`src/rtl/sercfg_pkg.sv`:
```
package sercfg_pkg;

    localparam int NUM_REGS  = 26;
    localparam int ADDR_W    = 5;
    localparam int BYTE_W    = 8;
    localparam int CNT_W     = 2;
    localparam int BIT_IDX_W = $clog2(BYTE_W);
    localparam int FLAT_W    = NUM_REGS * BYTE_W;

    // configuration register and its fields
    localparam int CFG_ADDR  = 0;
    localparam int ORDER_BIT = 6;
    localparam int PIN_BIT   = 7;

    typedef enum logic {
        PH_CMD  = 1'b0,
        PH_DATA = 1'b1
    } phase_e;

    typedef struct packed {
        logic              rd;
        logic [CNT_W-1:0]  cnt;
        logic [ADDR_W-1:0] addr;
    } cmd_t;

    // next byte address: up for LSB-first, down for MSB-first
    function automatic logic [ADDR_W-1:0] step_addr(input logic [ADDR_W-1:0] a,
                                                    input logic up);
        if (up)
            return (a >= ADDR_W'(NUM_REGS - 1)) ? '0 : a + 1'b1;
        else
            return (a == '0) ? ADDR_W'(NUM_REGS - 1) : a - 1'b1;
    endfunction

endpackage

```
`src/rtl/sercfg_shifter.sv`:
```
module sercfg_shifter
    import sercfg_pkg::*;
(
    input  logic                 clk,
    input  logic                 rst,
    input  logic                 clr,
    input  logic                 en,
    input  logic                 din,
    input  logic                 lsb_first,
    output logic                 byte_done,
    output logic [BYTE_W-1:0]    byte_val,
    output logic [BIT_IDX_W-1:0] bit_idx
);

    logic [BYTE_W-1:0]    sr_q;
    logic [BIT_IDX_W-1:0] cnt_q;
    logic                 last_bit;

    assign last_bit  = (cnt_q == BIT_IDX_W'(BYTE_W - 1));
    assign byte_val  = lsb_first ? {din, sr_q[BYTE_W-1:1]} : {sr_q[BYTE_W-2:0], din};
    assign byte_done = en && !clr && last_bit;
    assign bit_idx   = cnt_q;

    always_ff @(posedge clk) begin
        if (rst || clr) begin
            cnt_q <= '0;
            sr_q  <= '0;
        end else if (en) begin
            cnt_q <= last_bit ? '0 : cnt_q + 1'b1;
            sr_q  <= byte_val;
        end
    end

    // no shifting while the port is not selected
    p_hold_when_idle_r6: assert property (@(posedge clk) disable iff (rst)
        (!en && !clr) |=> $stable(cnt_q) && $stable(sr_q));

endmodule

```
`src/rtl/sercfg_regbank.sv`:
```
module sercfg_regbank
    import sercfg_pkg::*;
(
    input  logic              clk,
    input  logic              rst,
    input  logic              we,
    input  logic [ADDR_W-1:0] waddr,
    input  logic [BYTE_W-1:0] wdata,
    input  logic [ADDR_W-1:0] raddr,
    output logic [BYTE_W-1:0] rdata,
    output logic [FLAT_W-1:0] regs_flat
);

    logic [BYTE_W-1:0] mem_q [NUM_REGS];

    always_ff @(posedge clk) begin
        if (rst) begin
            for (int i = 0; i < NUM_REGS; i++) mem_q[i] <= '0;
        end else if (we) begin
            for (int i = 0; i < NUM_REGS; i++)
                if (waddr == ADDR_W'(i)) mem_q[i] <= wdata;
        end
    end

    always_comb begin
        rdata = '0;
        for (int i = 0; i < NUM_REGS; i++)
            if (raddr == ADDR_W'(i)) rdata = mem_q[i];
    end

    for (genvar g = 0; g < NUM_REGS; g++) begin : g_flat
        assign regs_flat[g*BYTE_W +: BYTE_W] = mem_q[g];
    end

    // an address past the bank leaves every register alone
    p_oor_write_ignored_r11: assert property (@(posedge clk) disable iff (rst)
        (we && waddr >= ADDR_W'(NUM_REGS)) |=> $stable(regs_flat));

endmodule

```
`src/rtl/sercfg_port.sv`:
```
module sercfg_port
    import sercfg_pkg::*;
(
    input  logic              sclk,
    input  logic              rst,
    input  logic              cs_n,
    input  logic              sync,
    input  logic              sdio_in,
    output logic              sdio_out,
    output logic              sdio_oe,
    output logic              sdo_out,
    output logic              sdo_oe,
    output logic [FLAT_W-1:0] regs_q
);

    phase_e               phase_q;
    logic                 rd_q;
    logic [CNT_W-1:0]     left_q;
    logic [ADDR_W-1:0]    addr_q;

    logic                 byte_done;
    logic [BYTE_W-1:0]    byte_val;
    logic [BIT_IDX_W-1:0] bit_idx;
    logic [BYTE_W-1:0]    rdata;
    logic                 we;
    logic                 lsb_first;
    logic                 pin_sep;
    logic                 step_up;
    logic                 selected;
    cmd_t                 cmd;

    logic                 dout_q;
    logic                 oe_q;
    logic [BIT_IDX_W-1:0] out_sel;

    assign lsb_first = regs_q[CFG_ADDR*BYTE_W + ORDER_BIT];
    assign pin_sep   = regs_q[CFG_ADDR*BYTE_W + PIN_BIT];
    assign selected  = !cs_n && !sync;
    assign cmd       = cmd_t'(byte_val);
    assign we        = byte_done && (phase_q == PH_DATA) && !rd_q;

    // a byte landing in the configuration register steers the next step at once
    assign step_up = (we && addr_q == ADDR_W'(CFG_ADDR)) ? byte_val[ORDER_BIT] : lsb_first;

    sercfg_shifter u_shift (
        .clk       (sclk),
        .rst       (rst),
        .clr       (sync),
        .en        (selected),
        .din       (sdio_in),
        .lsb_first (lsb_first),
        .byte_done (byte_done),
        .byte_val  (byte_val),
        .bit_idx   (bit_idx)
    );

    sercfg_regbank u_bank (
        .clk       (sclk),
        .rst       (rst),
        .we        (we),
        .waddr     (addr_q),
        .wdata     (byte_val),
        .raddr     (addr_q),
        .rdata     (rdata),
        .regs_flat (regs_q)
    );

    // cycle sequencer, rising edge
    always_ff @(posedge sclk) begin
        if (rst || sync) begin
            phase_q <= PH_CMD;
            rd_q    <= 1'b0;
            left_q  <= '0;
            addr_q  <= '0;
        end else if (byte_done) begin
            if (phase_q == PH_CMD) begin
                phase_q <= PH_DATA;
                rd_q    <= cmd.rd;
                left_q  <= cmd.cnt;
                addr_q  <= cmd.addr;
            end else begin
                addr_q <= step_addr(addr_q, step_up);
                left_q <= left_q - 1'b1;
                if (left_q == '0) phase_q <= PH_CMD;
            end
        end
    end

    // read launch, falling edge
    assign out_sel = lsb_first ? bit_idx : BIT_IDX_W'(BYTE_W - 1) - bit_idx;

    always_ff @(negedge sclk) begin
        if (rst) begin
            dout_q <= 1'b0;
            oe_q   <= 1'b0;
        end else if (!cs_n) begin
            oe_q   <= (phase_q == PH_DATA) && rd_q && !sync;
            dout_q <= rdata[out_sel];
        end
    end

    assign sdio_out = dout_q;
    assign sdo_out  = dout_q;
    assign sdio_oe  = oe_q && !cs_n && !pin_sep;
    assign sdo_oe   = oe_q && !cs_n && pin_sep;

    // a deselected port keeps its place in the cycle
    p_cs_suspend_r6: assert property (@(posedge sclk) disable iff (rst)
        (cs_n && !sync) |=> $stable(phase_q) && $stable(addr_q) && $stable(left_q));

    // sync returns the port to the command phase
    p_sync_abort_r7: assert property (@(posedge sclk) disable iff (rst)
        sync |=> (phase_q == PH_CMD) && (bit_idx == '0));

    // never both pins driven
    p_single_driver_r4: assert property (@(posedge sclk) disable iff (rst)
        !(sdio_oe && sdo_oe));

    // an enabled output belongs to a read cycle
    p_oe_only_read_r9: assert property (@(posedge sclk) disable iff (rst)
        (sdio_oe || sdo_oe) |-> rd_q);

    // an in-range burst address never leaves the bank
    p_addr_in_bank_r2: assert property (@(posedge sclk) disable iff (rst || sync)
        (phase_q == PH_DATA && addr_q < ADDR_W'(NUM_REGS)) |=> addr_q < ADDR_W'(NUM_REGS));

endmodule

```
`config.mk`:
```
export PLATFORM = sky130hd
export DESIGN_NAME = sercfg_port
export DESIGN_NICKNAME = d
export VERILOG_FILES = /design/src/rtl/sercfg_pkg.sv /design/src/rtl/sercfg_shifter.sv /design/src/rtl/sercfg_regbank.sv /design/src/rtl/sercfg_port.sv
export SDC_FILE = /design/constraint.sdc
export NUM_CORES = 1
export LEC_CHECK = 0
export BUFFER_PORTS_ARGS = -buffer_cell sky130_fd_sc_hd__buf_2
export CAP_MARGIN = 40
export CORE_AREA = 2 2 134 163
export DETAILED_ROUTE_END_ITERATION = 7
export DIE_AREA = 0 0 136 165
export GPL_TIMING_DRIVEN = 0
export HOLD_SLACK_MARGIN = 0.02
export PLACE_DENSITY = 0.78
export SYNTH_ARGS = -nofsm -noshare
export SYNTH_HDL_FRONTEND = slang
export SYNTH_SLANG_ARGS = --single-unit
```
`constraint.sdc`:
```
create_clock -name sclk -period 4 [get_ports sclk]
set_input_delay 0.2 -clock sclk [delete_from_list [all_inputs] [get_ports sclk]]
set_output_delay 0.2 -clock sclk [all_outputs]
set_load 0.05 [all_outputs]
```
# ---- After elaboration in Yosys (flattened, before gate mapping)
# Memory sizes are Yosys's and may differ from the RTL's.
# Index checks and enable logic that the tools add are counted.
dict set report word_totals {
  ff_bits 22
  ramBits 208
  input_bits 5
  out_inout_bits 212
  elab_cells 259
  n_memories 1
}
# memory depth word_bits read_ports rd_ports_with_merged_regs write_ports line
set memory_table {}
lappend memory_table {u_bank.mem_q 26 8 26 0 26 sercfg_regbank.sv:14} ;# logic [BYTE_W-1:0] mem_q [NUM_REGS];
dict set report classes {
  addsub 5
  n_lt_le_gt_ge 2
  eq_ne 26
  muxes 171
  bitwise 27
  n_reduce_logical 19
}
# operator n
set ops {}
lappend ops {{8-bit two-way mux} 53}
lappend ops {{1-bit two-way mux} 110}
lappend ops {{5-bit equality test, second input constant} 10}
lappend ops {{5-bit by 4-bit equality test with 1-bit output, second input constant} 8}
lappend ops {{1-bit OR} 26}
lappend ops {{5-bit by 3-bit equality test with 1-bit output, second input constant} 4}
lappend ops {{5-bit two-way mux} 4}
lappend ops {{1-bit logical AND} 11}
lappend ops {{5-bit by 2-bit equality test with 1-bit output, second input constant} 2}
lappend ops {{3-bit two-way mux} 2}
lappend ops {{5-bit by 1-bit adder with 5-bit output, second input constant} 1}
lappend ops {{5-bit by 1-bit equality test with 1-bit output, second input constant} 1}
lappend ops {{5-bit >= comparator, second input constant} 1}
lappend ops {{5-bit zero test} 1}
lappend ops {{5-bit by 1-bit subtractor with 5-bit output, second input constant} 1}
lappend ops {{1-bit zero test} 4}
lappend ops {{3-bit by 4-bit less-than comparator with 1-bit output, second input constant} 1}
lappend ops {{3-bit by 1-bit adder with 3-bit output, second input constant} 1}
lappend ops {{1-bit binary-select mux with 3-bit select} 1}
lappend ops {{3-bit equality test, second input constant} 1}
lappend ops {{3-bit subtractor, first input constant} 1}
lappend ops {{2-bit zero test} 1}
lappend ops {{2-bit two-way mux} 1}
lappend ops {{2-bit AND reduction} 1}
lappend ops {{3 further kinds} 3}

# ---- Logic depth before layout (Yosys ltp)
dict set report logic_depth {
  ltp_word 29
  ltp_mapped 15
  ltp_nobuf 11
}

# ---- Cells and area by module
# A second synthesis with hierarchy kept.
dict set report unflattened {
  cells_unflattened 1000
  hier_area_um2 11350.9
}
# mod instances cells_per_inst area_per_inst_um2 seq_area_each_um2
set modules_own_cells {}
lappend modules_own_cells {sercfg_regbank 1 822 9775.6 6246.0}
lappend modules_own_cells {sercfg_port 1 120 996.0 220.2}
lappend modules_own_cells {sercfg_shifter 1 58 579.3 220.2}

==> out/qor.txt <==
status -> complete, but fails checks
failing checks -> setup timing
total CTS buffers -> 21
Req. time, crit path -> 2.46 ns
drt initial violations -> 1336
Clock transition at path regs -> 0.07 ns
IO buf count -> 215
width of the chip -> 136 µm
starting density of the core -> 54.6%
worst r2r src -> addr_q[0]
Worst Hold Path Cells -> 5
maximum clock path buffer count -> 3
Reg2Reg Capture Point -> sdio_out
Placeable Area -> 20800 µm²
H-tree depth -> 1
Synth top area share -> 55.2%
Fillers -> 1670
RSZ-0062 raised after global routing -> true
slew margin rel. -> 30.7%
CTS sink cnt -> 230
CTS tree -> done
utilization after layout -> 66.8%
register area share after synthesis -> 59.1%
reg2reg path depth -> 11
gr usage total -> 37.5%
final worst slack -> -1.08 ns
total of max-cap violations -> 0
Power, Total -> 5.35 mW
Worst Clk Skew -> 0.0747 ns
vias in the first global route -> 9983
placed inst area -> 12900 µm²
final-report hold violation count -> 0
Cell Area, Synth -> 11300 µm²
die height -> 165 µm
initial antenna violation count -> 0
CP Capture Type -> flip-flop
share of layout cells above drive strength 1 -> 28.3%
HP Class -> input port to flip-flop
Rows -> 58
Initial DRT Pass Iterations -> 5
num ports -> 217
flop2flop setup slack -> -1.08 ns
Final Cell Area -> 13900 µm²
critical path type -> flip-flop to flip-flop
Reg area -> 6690 µm²
Root Buffer Master -> clkbuf_16
DIE AREA -> 22400 µm²
synth unique cells -> 77
total gr overflow -> 0
footprint of the multi-input gates -> 4460 µm²
Nets -> 1329
Seq cells post-synth -> 230
Peak VDD IR -> 0.000336 V
Synth top cells by count -> nor2_1, edfxtp_1, nand2_1
Synth Area per Inst -> 10.6 µm²
PD cells -> 386 nW/µm²
Via density -> 6.59
Post-route DRC -> 0
Synth Warn # -> 0
top cells by area, synth -> edfxtp_1, nor2_1, dfxtp_1
dpl hpwl -> 31300 µm
count leader, synth -> nor2_1
worst-path fanout max -> 8
Final Max Slew Viols -> 0
growth of design area from synthesis to finish -> 22.5%
Critical Path Start -> addr_q[0]
worst hold slack -> 0.165 ns
EDFF count, synth -> 208
syn nets -> 1078
crit path DAT -> 3.55 ns
ys async rst share -> 0%
CP endpoint -> sdio_out
Worst Tran Pin Value -> 1.04 ns
Leak -> 5.24 nW
Ant. Diodes -> 0
global-route wire length before repair -> 61300 µm
Finish-stage setup viols -> 1
critical path startpoint category -> flip-flop
post-detailed-route wirelength per cell -> 26.9 µm
largest net degree at the start of global routing -> 17
clock latency on the worst-skew pair -> 0.57 ns
biggest area consumer among synthesized cells -> edfxtp_1
Antenna Nets Post-Route -> 0
detailed-route via count -> 10541
GPL Wtd Cong -> 1.02
Mapped Cells -> 1064
routed wire length -> 43000 µm
top_reg_cell synth -> edfxtp_1
## timing repair
action	CTS	global route
hold endpoints to repair	0	0
endpoints found under the setup margin	17	33
cloned	0	0
pin swaps	4	7
setup buffers	0	8
gates resized for setup	53	30
hold buffers	0	0
## logic make-up (layout without fill, tap and decap cells)
logic type	count (synthesis)	count (layout)	share of synthesized area (%)
compound gates	238	238	14.7
xor+xnor	9	9	0.696
fa+ha+maj	9	9	0.995
buf+inv	114	380	4.22
flops	230	230	59.1
mux	13	13	1.17
simple gates	451	451	19.1
## worst max-delay path, stage by stage (launching register included)
cell,delay (ns)
dfxtp_2,0.36
inv_2,0.10
ha_1,0.23
nor4bb_1,0.54
clkbuf_1,0.37
nand2_1,0.18
o22ai_2,0.28
nor3_1,0.11
and3_1,0.23
o31ai_1,0.23
a311oi_1,0.13
a22o_1,0.28
## registers in the layout, summed over array words and instances, names as in the netlist
register	count
oe_q	1
u_shift.bit_idx	3
u_bank.mem_q	208
left_q	2
u_shift.sr_q	8
sdio_out	1
phase_q	1
rd_q	1
addr_q	5
## how the worst min path moves through the flow
stage / slack (ns) / start / end
floorplan: 0.43 / left_q[1] / left_q[1]
global placement: 0.44 / left_q[1] / left_q[1]
detailed placement: 0.46 / left_q[0] / left_q[0]
CTS: 0.16 / sdio_in / u_shift.sr_q[7]
global route: 0.21 / sdio_in / u_shift.sr_q[7]
finish: 0.17 / sdio_in / u_shift.sr_q[7]
## routing by layer
| metal | routed length (µm) | part of all wire (%) | GRT usage (%) | vias to the layer above |
|---|---|---|---|---|
| met1 | 14800 | 34 | 47.4 | 5041 |
| met2 | 20500 | 48 | 62.0 | 866 |
| met4 | 2870 | 6.7 | 19.4 | 0 |
| li1 | - | - | - | 4447 |
| met3 | 4970 | 12 | 6.38 | 187 |
| met5 | 0 | 0 | 0 | - |
## placed cells by master, fill, tap and decap left out, types with 13 or more instances in the layout
cell,netlist,routed
dfxtp_1,22,19
nand3_1,29,27
nand2b_1,28,28
nor3_1,21,20
nand2_1,69,69
o21ai_0,39,37
inv_1,28,27
a21oi_1,48,43
o22ai_1,20,18
buf_2,19,228
a221oi_1,18,13
clkbuf_16,0,22
buf_4,5,17
edfxtp_1,208,208
clkbuf_1,48,40
nor2_1,219,214
## report_power, final
part / total [mW] / internal [mW] / switching, mW
clock network: 1.92 / 1.02 / 0.901
logic: 0.625 / 0.111 / 0.514
registers: 2.81 / 2.72 / 0.0882
## cell type report
type                       count  share of cell area [%]
clock inverter                14                   0.559
tap                          270                    2.44
timing repair buffer         227                    8.46
inverter                      29                   0.839
buffer                        84                    3.28
sequential                   230                    48.2
clock buffer                  26                    4.08
multi-input combinational    720                    32.1
## per-stage QoR
step	setup TNS (ns)	setup WS (ns)	cells
after floorplan	-0.576	-0.576	1064
after global placement	-2.10	-1.77	1549
after detailed placement	-2.22	-1.70	1553
after CTS	-0.947	-0.947	1592
after global routing	-1.03	-1.03	1600
final	-1.08	-1.08	1600
Note: power is estimated with default switching activity, not from simulation.
